[src/rtl/pdm_cap_pkg.sv]
package pdm_cap_pkg;
    // Sampling point selected by the bit-clock generator in a given cycle
    typedef enum logic [1:0] {
        TAP_NONE     = 2'd0,
        TAP_LOW_END  = 2'd1,
        TAP_HIGH_END = 2'd2
    } tap_e;
endpackage

[src/rtl/pdm_bitclk_gen.sv]
module pdm_bitclk_gen
    import pdm_cap_pkg::*;
#(
    parameter int DIV = 32
) (
    input  logic clk,
    input  logic rst_n,
    output logic bitclk_o,
    output tap_e tap_o
);
    localparam int CW = (DIV > 2) ? $clog2(DIV) : 1;
    localparam logic [CW-1:0] LAST_LOW  = CW'(DIV / 2 - 1);
    localparam logic [CW-1:0] LAST_HIGH = CW'(DIV - 1);
    localparam logic [CW-1:0] FIRST_HI  = CW'(DIV / 2);

    typedef struct packed {
        logic [CW-1:0] cnt;
        logic          bitclk;
    } gen_state_t;

    gen_state_t st_d, st_q;

    always_comb begin
        st_d = st_q;
        if (st_q.cnt == LAST_HIGH) begin
            st_d.cnt = '0;
        end else begin
            st_d.cnt = st_q.cnt + 1'b1;
        end
        st_d.bitclk = (st_d.cnt >= FIRST_HI);
    end

    always_ff @(posedge clk or negedge rst_n) begin
        if (!rst_n) begin
            st_q <= '0;
        end else begin
            st_q <= st_d;
        end
    end

    always_comb begin
        if (st_q.cnt == LAST_LOW) begin
            tap_o = TAP_LOW_END;
        end else if (st_q.cnt == LAST_HIGH) begin
            tap_o = TAP_HIGH_END;
        end else begin
            tap_o = TAP_NONE;
        end
    end

    assign bitclk_o = st_q.bitclk;
endmodule

[src/rtl/pdm_pair_split.sv]
module pdm_pair_split
    import pdm_cap_pkg::*;
(
    input  logic clk,
    input  logic rst_n,
    input  logic line_i,
    input  tap_e tap_i,
    output logic low_bit_o,
    output logic high_bit_o
);
    typedef struct packed {
        logic low_hold;
        logic low_out;
        logic high_out;
    } split_state_t;

    split_state_t st_d, st_q;

    always_comb begin
        st_d = st_q;
        case (tap_i)
            TAP_LOW_END: begin
                st_d.low_hold = line_i;
            end
            TAP_HIGH_END: begin
                st_d.low_out  = st_q.low_hold;
                st_d.high_out = line_i;
            end
            default: begin
            end
        endcase
    end

    always_ff @(posedge clk or negedge rst_n) begin
        if (!rst_n) begin
            st_q <= '0;
        end else begin
            st_q <= st_d;
        end
    end

    assign low_bit_o  = st_q.low_out;
    assign high_bit_o = st_q.high_out;
endmodule

[src/rtl/pdm_pair_capture.sv]
module pdm_pair_capture
    import pdm_cap_pkg::*;
#(
    parameter int N_PAIRS = 4,
    parameter int DIV     = 32
) (
    input  logic                   clk,
    input  logic                   rst_n,
    input  logic [N_PAIRS-1:0]     pdm_data_i,
    output logic                   pdm_clk_o,
    output logic [2*N_PAIRS-1:0]   mic_bit_o,
    output logic                   mic_valid_o
);
    localparam int N_MICS = 2 * N_PAIRS;

    tap_e tap;

    typedef struct packed {
        logic valid;
    } top_state_t;

    top_state_t st_d, st_q;

    pdm_bitclk_gen #(.DIV(DIV)) u_clkgen (
        .clk      (clk),
        .rst_n    (rst_n),
        .bitclk_o (pdm_clk_o),
        .tap_o    (tap)
    );

    logic [N_MICS-1:0] bits;

    for (genvar p = 0; p < N_PAIRS; p++) begin : g_pair
        pdm_pair_split u_split (
            .clk        (clk),
            .rst_n      (rst_n),
            .line_i     (pdm_data_i[p]),
            .tap_i      (tap),
            .low_bit_o  (bits[2*p]),
            .high_bit_o (bits[2*p+1])
        );
    end

    always_comb begin
        st_d       = st_q;
        st_d.valid = (tap == TAP_HIGH_END);
    end

    always_ff @(posedge clk or negedge rst_n) begin
        if (!rst_n) begin
            st_q <= '0;
        end else begin
            st_q <= st_d;
        end
    end

    assign mic_bit_o   = bits;
    assign mic_valid_o = st_q.valid;
endmodule

[config.mk]
export PLATFORM = sky130hd
export DESIGN_NAME = pdm_pair_capture
export DESIGN_NICKNAME = d
export VERILOG_FILES = /design/src/rtl/pdm_cap_pkg.sv /design/src/rtl/pdm_bitclk_gen.sv /design/src/rtl/pdm_pair_split.sv /design/src/rtl/pdm_pair_capture.sv
export SDC_FILE = /design/constraint.sdc
export NUM_CORES = 1
export LEC_CHECK = 0
export ABC_AREA = 1
export BUFFER_PORTS_ARGS = -buffer_cell sky130_fd_sc_hd__buf_2
export CAP_MARGIN = 20
export CORE_UTILIZATION = 35
export CTS_BUF_LIST = sky130_fd_sc_hd__clkbuf_4 sky130_fd_sc_hd__clkbuf_8 sky130_fd_sc_hd__clkbuf_16
export CTS_CLUSTER_DIAMETER = 100
export DETAILED_ROUTE_END_ITERATION = 16
export PLACE_DENSITY = 0.64
export SLEW_MARGIN = 20
export SYNTH_ARGS = -nofsm -noshare
export SYNTH_HDL_FRONTEND = slang
export SYNTH_SLANG_ARGS = --single-unit
[constraint.sdc]
create_clock -name clk -period 1.3 [get_ports clk]
set_input_delay 0.26 -clock clk [delete_from_list [all_inputs] [get_ports clk]]
set_output_delay 0.26 -clock clk [all_outputs]
set_load 0.01 [all_outputs]
# --- Yosys cells after proc, flatten, opt, wreduce, memory -nomap -nowiden ---
# Cells that the tools add are included.
totals:
  regBits: 19
  out_inout_bits: 10
  wordCells: 24
classes:
  add_sub_neg: 1
  n_lt_le_gt_ge: 1
  n_eq_ne: 4
  mux: 3
ops:
  columns: ["cell", "count"]
  rows:
  - ["adder 5 x 1 -> 5 bit (second input constant)", 1]
  - ["equality test 5 x 4 -> 1 bit (second input constant)", 1]
  - ["equality test 5 bit (second input constant)", 1]
  - [">= comparator 5 bit (second input constant)", 1]
  - ["2-to-1 mux 5 bit", 1]
  - ["2-to-1 mux 2 bit", 2]
  - ["equality test 2 x 1 -> 1 bit (second input constant)", 1]
  - ["equality test 2 bit (second input constant)", 1]

# --- Logic depth before layout (Yosys ltp) ---
logic_depth:
  word_depth: 4
  mapped_depth: 8
  depth_no_buf: 7

# --- Modules after synthesis ---
# From an unflattened synthesis, not the netlist that was laid out.
hier_totals:
  hier_cells: 88
  area_unflattened_um2: 767.0
by_module_without_submodules:
  columns: ["module", "instances", "cells_each", "area_per_inst_um2"]
  rows:
  - ["pdm_pair_split", 4, 16, 127.6]
  - ["pdm_bitclk_gen", 1, 21, 221.5]
  - ["pdm_pair_capture", 1, 3, 35.0]

# --- Worst setup path before layout ---
# OpenSTA, ideal clock, no wires.
synth_path:
  kind: "register to register"
  from: "reg u_clkgen.st_q[1] in the netlist's numbering"
  to: "reg g_pair[0].u_split.st_q (netlist bit g_pair[0].u_split.low_bit_o)"
  setup_time_ns: 0.121
  t_arrival_ns: 1.285
  slack_ns: -0.107
  stages_incl_launch_ff: 9
  n_path_buf: 1
  cell_sequence: "dfrtp_1 ha_1 nand2_1 nor2_1 ha_1 inv_2 buf_6 nand2_1 o21ai_1"
synth_between:
  elab_chain_len: 4
  elab_cells_between_ends: 5
synth_lines:
  columns: ["element", "line_no", "source"]
  rows:
  - ["from (decl)", "pdm_bitclk_gen.sv:21", "gen_state_t st_d, st_q;"]
  - ["from (signal assigned)", "pdm_bitclk_gen.sv:37", "st_q <= st_d;"]
  - ["equality test 5 bit", "pdm_bitclk_gen.sv:44", "end else if (st_q.cnt == LAST_HIGH) begin"]
  - ["2-to-1 mux 2 bit", "pdm_bitclk_gen.sv:44", null]
  - ["2-to-1 mux 2 bit (*)", "pdm_bitclk_gen.sv:42", "if (st_q.cnt == LAST_LOW) begin"]
  - ["equality test 2 bit (*)", "pdm_pair_split.sv:21", "case (tap_i)"]
  - ["to (signal assigned)", "pdm_pair_split.sv:38", "st_q <= st_d;"]
  - ["to (decl)", "pdm_pair_split.sv:17", "split_state_t st_d, st_q;"]
# Every way passes the cells marked *; elsewhere a longest branch is shown, timed or not.
# A chain may end at the register's enable or synchronous reset.

# --- Worst setup path after layout ---
layout_path:
  from: "reg u_clkgen.st_q[2] in the netlist's numbering"
  to: "reg g_pair[3].u_split.st_q (netlist bit g_pair[3].u_split.low_bit_o)"
layout_between:
  elab_chain_len: 4
  elab_cells_between_ends: 5
layout_lines:
  columns: ["element", "line_no"]
  rows:
  - ["equality test 5 bit", "pdm_bitclk_gen.sv:44"]
  - ["2-to-1 mux 2 bit", "pdm_bitclk_gen.sv:44"]
  - ["2-to-1 mux 2 bit (*)", "pdm_bitclk_gen.sv:42"]
  - ["equality test 2 bit (*)", "pdm_pair_split.sv:21"]
  - ["to (signal assigned)", "pdm_pair_split.sv:38"]
  - ["to (decl)", "pdm_pair_split.sv:17"]
# Marked as above.

==> results.json <==
{
  "slew_violations": 0,
  "n_antenna_cell": 0,
  "fin_crit_sh_pct": 101,
  "max-slew-margin-rel_pct": 73.6,
  "netlist_instances": 77,
  "ys_ff_latch": 18,
  "grt_max_degree": 19,
  "routedWlPerCell_microns": 11.0,
  "insertion_delay_ns": 0.29,
  "multi_input_area_sq_um": 259,
  "p_leak_nw": 0.486,
  "timing.critical_path.fanout_max": 5,
  "grt_pass1_vias": 509,
  "cp_cell_sequence": "ha_2, nand2_2, nor2_4, ha_4, inv_4, buf_6, nand2_2, o21ai_2",
  "setup_viol": 7,
  "hold_violations": 0,
  "drive_above_1_share_pct": 43.2,
  "num_io_pins": 16,
  "portBuffers": 15,
  "first_pass_iters": 4,
  "max_freq_mhz": 761,
  "cts_sinks": 18,
  "cp_top_family": "flip-flops",
  "row_count": 16,
  "dr_total_vias": 529,
  "place.gp.congestion": 0.735,
  "coreArea_sq_um": 2000,
  "clkSlewWorstSetupHoldPaths_ns": 0.10,
  "cp_num_buf_inv": 2,
  "synth_nets": 87,
  "period_minus_slack_ns": 1.31,
  "antenna_found_initial": 0,
  "required_ns": 1.50,
  "cts_tree": "done",
  "grt_usage_pct": 12.4,
  "cts_buffers": 3,
  "worstPathArrival_ns": 1.51,
  "timing.hold.ws_ns": 0.183,
  "grt-ovfl-total": 0,
  "crit_top_cell": "nand2_2",
  "dp_hpwl_microns": 932,
  "layout_setup_ws_ns": -0.0141,
  "dieArea_sq_um": 2380,
  "syn2layout_area_growth_pct": 26.4,
  "netlist_area_sq_um": 764,
  "synth-seq-area-share_pct": 58.9,
  "powerDensity_nw_per_um2": 1030,
  "skew_ns": 0.00298,
  "ys_warn_count": 0,
  "avgSynthCellArea_sq_um": 9.93,
  "vdd_drop_max_mv": 0.820,
  "die_x_microns": 48.7,
  "crit_path_end_kind": "flip-flop",
  "vias_per_cell": 4.34,
  "violations": "negative setup slack",
  "wirelength_microns": 1340,
  "rsz0062_at_grt": "yes",
  "slowest_delay_ns": 0.37,
  "clockBufferDepth": 2,
  "grt_pass1_wl_microns": 2210,
  "tns_ns": -0.0400,
  "outcome": "complete, but fails checks",
  "yosysUniqueCellTypes": 14,
  "drv_cap": 0,
  "htreeDepth": 1,
  "slowest_stage": "dfrtp_1",
  "drc": 0,
  "ant_nets": 0,
  "cts-root-buf": "clkbuf_4",
  "holdCritPathClass": "in -> reg",
  "start_util_pct": 38.2,
  "fp.dieH_microns": 48.7,
  "finalNetCount": 106,
  "worst_pin_slew_ns": 0.396,
  "regArea_sq_um": 450,
  "final_core_util_pct": 48.3,
  "pre_cts_ws_ns": -0.0345,
  "critPathLaunchType": "flip-flop",
  "drt_iter0_drc": 5,
  "critPathKind": "reg -> reg",
  "fillers": 197
}
cells in the final DEF, fill, tap and decap left out:
cell | Yosys | layout
dlygate4sd3_1 | 0 | 1
clkbuf_4 | 0 | 3
ha_1 | 4 | 1
dfrtp_1 | 18 | 18
a21oi_1 | 1 | 1
ha_2 | 0 | 2
o21ai_2 | 1 | 2
nor2_4 | 0 | 1
nand2_1 | 22 | 15
nand2_2 | 1 | 8
clkbuf_8 | 0 | 1
nor2_1 | 4 | 3
buf_6 | 1 | 1
ha_4 | 0 | 1
o21ai_1 | 3 | 2
o21ai_0 | 5 | 5
nand3_1 | 1 | 1
buf_2 | 0 | 15
buf_4 | 8 | 5
inv_4 | 0 | 1
inv_1 | 7 | 7
buf_12 | 0 | 1
timing repair:
| action | in CTS | in global routing |
|---|---|---|
| endpoints found under the setup margin | 8 | 13 |
| hold buffers | 1 | 0 |
| gates resized for setup | 5 | 9 |
| endpoints found under the hold margin | 18 | 0 |
| pin swaps | 0 | 2 |
| buffers inserted | 1 | 0 |
Yosys cell counts (all sizes together):
library cell  instances  area, sq um
nand2                23         88.8
ha                    4         50.1
a21oi                 1         5.00
nor2                  4         15.0
nand3                 1         5.00
buf                   9         71.3
inv                   8         30.0
dfrtp                18          450
o21ai                 9         48.8
power breakdown:
| part | leakage, nW | internal (W) | switching [W] |
|---|---|---|---|
| clock network | 0.0210 | 0.000171 | 0.000173 |
| registers | 0.214 | 0.000578 | 0.00000949 |
| logic | 0.251 | 0.0000261 | 0.0000365 |
| total | 0.486 | 0.000775 | 0.000219 |
area by class of cell:
class / count / area share (%)
clock buffers: 4 / 3.76
multi-input cells: 42 / 26.8
well taps: 27 / 3.50
inverters: 8 / 3.37
flip-flops and latches: 18 / 46.6
repair buffers: 23 / 15.9
cell families (layout without fill, tap and decap cells):
group | Yosys count | after routing | share of synthesized area [%]
AND/OR/NAND/NOR | 28 | 28 | 14.2
flip-flops | 18 | 18 | 58.9
adder cells (fa/ha/maj) | 4 | 4 | 6.55
buffers and inverters | 17 | 35 | 13.3
AO/OA/AOI/OAI | 10 | 10 | 7.04
state kept, by name, summed over array words and instances, names as in the netlist:
register                   count
u_clkgen.bitclk_o              1
u_clkgen.st_q                  4
g_pair.u_split.low_bit_o       4
g_pair.u_split.st_q            4
g_pair.u_split.high_bit_o      4
mic_valid_o                    1
metal layers:
metal	vias up	GRT usage (%)	routed length, microns
met1	247	15.1	610
met4	0	4.41	9
met2	17	19.0	614
met5	-	0	0
li1	263	-	-
met3	2	5.97	104
stage by stage:
step	cell area [sq um]	cells	total power, W
after floorplan	769	77	0.000637
after global placement	865	116	0.000655
after detailed placement	865	116	0.000657
after CTS	935	122	0.00101
after global routing	966	122	0.00104
final	966	122	0.000994
path summary, 6_finish.rpt:
| path | start | to | slack [ns] | cells after the start |
|---|---|---|---|---|
| max | u_clkgen.st_q[2] | g_pair[3].u_split.low_bit_o | -0.01 | 8 |
| min | pdm_data_i[3] | g_pair[3].u_split.high_bit_o | 0.18 | 3 |
| max reg2reg | u_clkgen.st_q[2] | g_pair[3].u_split.low_bit_o | -0.01 | 8 |
| min reg2reg | g_pair[1].u_split.high_bit_o | g_pair[1].u_split.high_bit_o | 0.48 | 2 |
| max in group asynchronous | rst_n | g_pair[3].u_split.high_bit_o | 0.61 | 2 |
| min in group asynchronous | rst_n | g_pair[1].u_split.low_bit_o | 0.41 | 2 |
worst register-to-register path, stage by stage (launching register included):
cell and delay, ns:
dfrtp_1 0.37, ha_2 0.19, nand2_2 0.06, nor2_4 0.16, ha_4 0.17, inv_4 0.05, buf_6 0.13, nand2_2 0.06
o21ai_2 0.05
No activity file was read; power rests on OpenSTA's default activity.
